===== src/rtl/pf_pkg.sv =====
package pf_pkg;
  // Steps of the four-clock instruction frame, in the order they run.
  typedef enum logic [1:0] {
    PH_PULL = 2'd0,  // fetch word -> decode word
    PH_FILL = 2'd1,  // start refill read of the fetch word
    PH_EXEC = 2'd2,  // decode word -> execute word
    PH_TAIL = 2'd3   // idle step closing the frame
  } pf_phase_e;

  function automatic pf_phase_e pf_next(input pf_phase_e p);
    case (p)
      PH_PULL: return PH_FILL;
      PH_FILL: return PH_EXEC;
      PH_EXEC: return PH_TAIL;
      default: return PH_PULL;
    endcase
  endfunction
endpackage


===== src/rtl/pf_wordreg.sv =====
module pf_wordreg #(
  parameter int DATA_W = 16
) (
  input  logic              clk,
  input  logic              rst,
  input  logic              kill,
  input  logic              load,
  input  logic [DATA_W-1:0] load_data,
  output logic [DATA_W-1:0] word,
  output logic              vld
);
  always_ff @(posedge clk) begin
    if (rst) begin
      word <= '0;
      vld  <= 1'b0;
    end else if (kill) begin
      vld  <= 1'b0;
    end else if (load) begin
      word <= load_data;
      vld  <= 1'b1;
    end
  end
endmodule


===== src/rtl/pf_fetch.sv =====
module pf_fetch #(
  parameter int              ADDR_W     = 24,
  parameter int              DATA_W     = 16,
  parameter logic [ADDR_W-1:0] RESET_ADDR = 24'h000100
) (
  input  logic              clk,
  input  logic              rst,
  input  logic              flush,
  input  logic [ADDR_W-1:0] flush_addr,
  input  logic              start,
  input  logic              mem_ack,
  output logic              mem_req,
  output logic [ADDR_W-1:0] mem_addr,
  output logic              land
);
  localparam logic [ADDR_W-1:0] STEP = ADDR_W'(DATA_W / 8);

  // A read completes when it is acknowledged and no redirect overrides it.
  assign land = mem_req && mem_ack && !flush;

  always_ff @(posedge clk) begin
    if (rst) begin
      mem_req  <= 1'b1;          // initial fill, issued only from reset
      mem_addr <= RESET_ADDR;
    end else if (flush) begin
      mem_req  <= 1'b1;
      mem_addr <= flush_addr;
    end else if (land) begin
      mem_req  <= 1'b0;
      mem_addr <= mem_addr + STEP;
    end else if (start && !mem_req) begin
      mem_req  <= 1'b1;
    end
  end
endmodule


===== src/rtl/pf_seq.sv =====
module pf_seq
  import pf_pkg::*;
(
  input  logic clk,
  input  logic rst,
  input  logic flush,
  input  logic src_ok,     // fetch word valid
  input  logic dec_ok,     // decode word valid
  input  logic bus_busy,   // a read is outstanding
  output logic take_dec,
  output logic start_fill,
  output logic take_exe,
  output logic stall
);
  pf_phase_e phase;
  logic      advance;

  always_comb begin
    take_dec   = 1'b0;
    start_fill = 1'b0;
    take_exe   = 1'b0;
    stall      = 1'b0;
    case (phase)
      PH_PULL: begin
        take_dec = src_ok && !flush;
        stall    = !src_ok;
      end
      PH_FILL: begin
        start_fill = !bus_busy && !flush;
        stall      = bus_busy;
      end
      PH_EXEC: begin
        take_exe = dec_ok && !flush;
        stall    = !dec_ok;
      end
      default: ;
    endcase
    advance = (phase == PH_TAIL) || take_dec || start_fill || take_exe;
  end

  always_ff @(posedge clk) begin
    if (rst || flush) phase <= PH_PULL;
    else if (advance) phase <= pf_next(phase);
  end
endmodule


===== src/rtl/opword_prefetch.sv =====
module opword_prefetch #(
  parameter int                ADDR_W     = 24,
  parameter int                DATA_W     = 16,
  parameter logic [ADDR_W-1:0] RESET_ADDR = 24'h000100
) (
  input  logic              clk,
  input  logic              rst,
  output logic              mem_req,
  output logic [ADDR_W-1:0] mem_addr,
  input  logic              mem_ack,
  input  logic [DATA_W-1:0] mem_rdata,
  input  logic              flush,
  input  logic [ADDR_W-1:0] flush_addr,
  output logic              stall,
  output logic [DATA_W-1:0] dec_word,
  output logic              dec_vld,
  output logic [DATA_W-1:0] exe_word,
  output logic              exe_vld,
  output logic [DATA_W-1:0] ext_word,
  output logic              ext_vld
);
  localparam int NREG = 3;  // fetch, decode, execute

  logic land, take_dec, start_fill, take_exe;
  logic [NREG-1:0]             r_kill, r_load, r_vld;
  logic [NREG-1:0][DATA_W-1:0] r_in, r_word;

  pf_fetch #(.ADDR_W(ADDR_W), .DATA_W(DATA_W), .RESET_ADDR(RESET_ADDR)) fetch_i (
    .clk(clk), .rst(rst), .flush(flush), .flush_addr(flush_addr),
    .start(start_fill), .mem_ack(mem_ack),
    .mem_req(mem_req), .mem_addr(mem_addr), .land(land)
  );

  pf_seq seq_i (
    .clk(clk), .rst(rst), .flush(flush),
    .src_ok(r_vld[0]), .dec_ok(r_vld[1]), .bus_busy(mem_req),
    .take_dec(take_dec), .start_fill(start_fill), .take_exe(take_exe),
    .stall(stall)
  );

  // Chain wiring: slot 0 is fed by memory, each later slot by the one before.
  assign r_load = {take_exe, take_dec, land};
  assign r_kill = {1'b0, flush, flush || take_dec};
  assign r_in[0] = mem_rdata;

  genvar g;
  generate
    for (g = 1; g < NREG; g++) begin : g_link
      assign r_in[g] = r_word[g-1];
    end
    for (g = 0; g < NREG; g++) begin : g_reg
      pf_wordreg #(.DATA_W(DATA_W)) reg_i (
        .clk(clk), .rst(rst), .kill(r_kill[g]), .load(r_load[g]),
        .load_data(r_in[g]), .word(r_word[g]), .vld(r_vld[g])
      );
    end
  endgenerate

  assign ext_word = r_word[0];
  assign ext_vld  = r_vld[0];
  assign dec_word = r_word[1];
  assign dec_vld  = r_vld[1];
  assign exe_word = r_word[2];
  assign exe_vld  = r_vld[2];
endmodule


===== config.mk =====
export PLATFORM = sky130hd
export DESIGN_NAME = opword_prefetch
export DESIGN_NICKNAME = d
export VERILOG_FILES = /design/src/rtl/pf_pkg.sv /design/src/rtl/pf_wordreg.sv /design/src/rtl/pf_fetch.sv /design/src/rtl/pf_seq.sv /design/src/rtl/opword_prefetch.sv
export SDC_FILE = /design/constraint.sdc
export NUM_CORES = 1
export LEC_CHECK = 0
export ABC_CLOCK_PERIOD_IN_PS = 2300
export BUFFER_PORTS_ARGS = -buffer_cell sky130_fd_sc_hd__buf_2
export CAP_MARGIN = 20
export CORE_MARGIN = 2
export CORE_UTILIZATION = 45
export DETAILED_ROUTE_END_ITERATION = 10
export GPL_ROUTABILITY_DRIVEN = 0
export PLACE_DENSITY_LB_ADDON = 0.25
export SETUP_SLACK_MARGIN = 0.2
export SYNTH_ARGS = -nofsm -noshare
export SYNTH_HDL_FRONTEND = slang
export SYNTH_HIERARCHICAL = 1
export SYNTH_SLANG_ARGS = --single-unit

===== constraint.sdc =====
create_clock -name clk -period 2.3 [get_ports clk]
set_input_delay 0.115 -clock clk [delete_from_list [all_inputs] [get_ports clk]]
set_output_delay 0.115 -clock clk [all_outputs]
set_load 0.02 [all_outputs]

==> flow_metrics.tcl <==
set metrics [dict create \
    vias 3554 \
    outcome "complete, no violations" \
    ys.flop_type "dfxtp_1" \
    initial_utilization_pct 46.8 \
    rsz0062_at_grt "false" \
    drt_first_pass_iters 4 \
    worst_pin_slew_ps 931 \
    hold_class "in -> reg" \
    instances_no_fill 663 \
    crit_path_start_kind "flop" \
    sw_frac_of_total_pct 27.0 \
    power_leakage_nw 2.06 \
    finalSetupViolCount 0 \
    required_ps 2570 \
    place_ws_ps 428 \
    cts_buffers 9 \
    wirelength_um 10000 \
    yosysTopAreaCell "dfxtp_1" \
    arrival_ps 2180 \
    grt_pass1_vias 3260 \
    max_cap_violations 0 \
    hpwl_um 7060 \
    worst_slack_ps 388 \
    synth_cells 432 \
    wl_per_cell_um 15.1 \
    grt_overflow_total 0 \
    num-fill-cells 799 \
    switchingPower_mw 0.755 \
    ys_warn_count 6 \
    clk_pin_slew_worst_paths_ps 80 \
    antenna_left 0 \
    syn-mean-instance-area_um2 9.49 \
    grt_start_max_net_pins 125 \
    viasPerCell 5.36 \
    synth_area_leaders "dfxtp_1, nand4bb_1, nand2b_1" \
    coreArea_um2 8760 \
    ys_seq_area_share_pct 38.1 \
    crit_path_end_kind "flop" \
    antenna_found_initial 0 \
    relSlewSlack_pct 38.0 \
    cts_num_sinks 78 \
    drive_above_1_share_pct 34.6 \
    setup_tns_ps 0 \
    internal-power_mw 2.04 \
    dieWidth_um 99.4 \
    drtIter0Drc 174 \
    asyncSetResetFlopFracSynth_pct 0 \
    p_clk_share_pct 36.0 \
    num_rows 34 \
    ir_worst_vdd_mv 0.280 \
    port_buffers 120 \
    cts_max_path_buffers 2 \
    grt_pass1_wl_um 16300 \
    final_core_util_pct 56.7 \
    yosys.area.top_type_share_pct 38.1 \
    h-tree-depth 3 \
    ctsResizeCount 0 \
    finalCriticalPeriod_ps 1910 \
    clkLatencyLatePin_ps 350 \
    num_io_pins 121 \
    design.die.area_um2 9890 \
    power_density_nw_per_um2 562 \
    areaGrowthSynthToFinish_pct 21.3 \
    hold_viol 0 \
    synth_edf_count 0 \
    cts_tree "done" \
    power_frac_comb_pct 12.5 \
    fmax_ghz 0.523 \
    synth_cell_types 55 \
    p_seq_share_pct 51.5 \
    die_h_um 99.4 \
    dp_cells 647 \
    clock-root-buffer "clkbuf_8" \
    critPathKind "reg -> reg" \
    ys_seq_elements 78 \
    clock_skew_ps 8.08 \
    drc 0 \
    diodes 0 \
    path_max_fanout 13 \
    power_mw 2.79 \
    fin_nets 601 \
    slew_violations 0 \
    gr-usage-all-layers_pct 20.3 \
    synth_area_um2 4100 \
    period_share_pct 83.1 \
]
==> through the flow <==
step / hold WS (ps) / instance area (µm²)
3_3_place_gp: 353 / 4770
3_5_place_dp: 370 / 4770
6_report: 22.0 / 4970
4_1_cts: 9.45 / 4970
5_1_grt: 10.5 / 4970
2_1_floorplan: 193 / 4130
==> cell families after synthesis <==
logic type,share of synthesized area [%]
AND/OR/NAND/NOR,35.9
AO/OA/AOI/OAI,16.1
flip-flops,38.1
buffers and inverters,4.89
XOR/XNOR,2.35
adder cells (fa/ha/maj),1.83
multiplexers,0.733
other,0.0915
==> power groups by stage <==
stage | clock network (mW) | logic, mW | registers [mW]
2_1_floorplan | 0 | 0.180 | 1.51
3_3_place_gp | 0 | 0.345 | 1.47
3_5_place_dp | 0 | 0.348 | 1.47
4_1_cts | 1.03 | 0.351 | 1.44
5_1_grt | 1.08 | 0.380 | 1.45
6_report | 1.01 | 0.349 | 1.44
==> worst paths after layout <==
kind	slack (ps)	end	startpoint	cells after the start
hold / removal	20	fetch_i/mem_addr[3]	flush_addr[3]	3
hold reg to reg	470	g_reg[2].reg_i/word[14]	g_reg[2].reg_i/word[14]	2
setup reg to reg	390	fetch_i/mem_addr[20]	fetch_i/mem_req	4
setup / recovery	390	fetch_i/mem_addr[20]	fetch_i/mem_req	4
==> critical path, stage by stage, from the launching register on <==
cell and delay, ps:
dfxtp_1 540, and4bb_1 420, or2b_1 250, or4_2 530, o211ai_1 100
==> Yosys cell counts, types with 6 or more instances <==
library cell,instances
a211oi_1,10
a311oi_1,6
buf_2,6
clkbuf_1,17
dfxtp_1,78
ha_1,6
inv_1,7
nand2_1,22
nand2b_1,49
nand3_1,8
nand4_1,9
nand4bb_1,48
nor2_1,29
nor3_1,6
o21ai_0,14
o21ai_1,6
o21ai_2,30
xor2_1,6
==> layer usage <==
metal  GRT usage (%)  wire, µm
met3            4.85       640
met1            30.3      4950
met4            5.80        74
met5               0         0
met2            29.2      4350
==> state kept, by name, summed over array words and instances, names as in the netlist <==
register          cells
seq_i/phase           2
g.reg_i/word         48
g.reg_i/vld           3
fetch_i/mem_addr     24
fetch_i/mem_req       1
==> layout make-up <==
cell class	instances	area, µm²	area share, %
Clock buffer	9	124	2.49
Timing Repair Buffer	131	686	13.8
Sequential cell	78	1560	31.4
Tap cell	108	135	2.72
Inverter	9	33.8	0.680
Clock inverter	6	63.8	1.28
Multi-Input combinational cell	322	2370	47.6
==> cells in the final DEF (no fill, tap or decap), types with 3 or more instances in the layout <==
cell and n:
a211oi_1 10, a21oi_1 5, a311oi_1 6, and2_1 3
and2b_4 3, and4_1 5, buf_2 120, buf_4 10
clkbuf_8 9, conb_1 9, dfxtp_1 78, ha_1 6
inv_1 7, mux2i_1 3, nand2_1 22, nand2b_1 49
nand3_1 8, nand4_1 9, nand4bb_1 48, nor2_1 29
nor3_1 6, nor4_1 3, o211ai_1 3, o21ai_0 14
o21ai_1 6, o21ai_2 30, o31ai_1 4, or4_1 4
xnor2_1 5, xor2_1 6
==> repair_timing <==
action                    4_1_cts  5_1_grt
setup buffers                   0        0
hold buffers                    1        0
hold endpoints to repair        1        0
(Power assumes the default switching activity.)
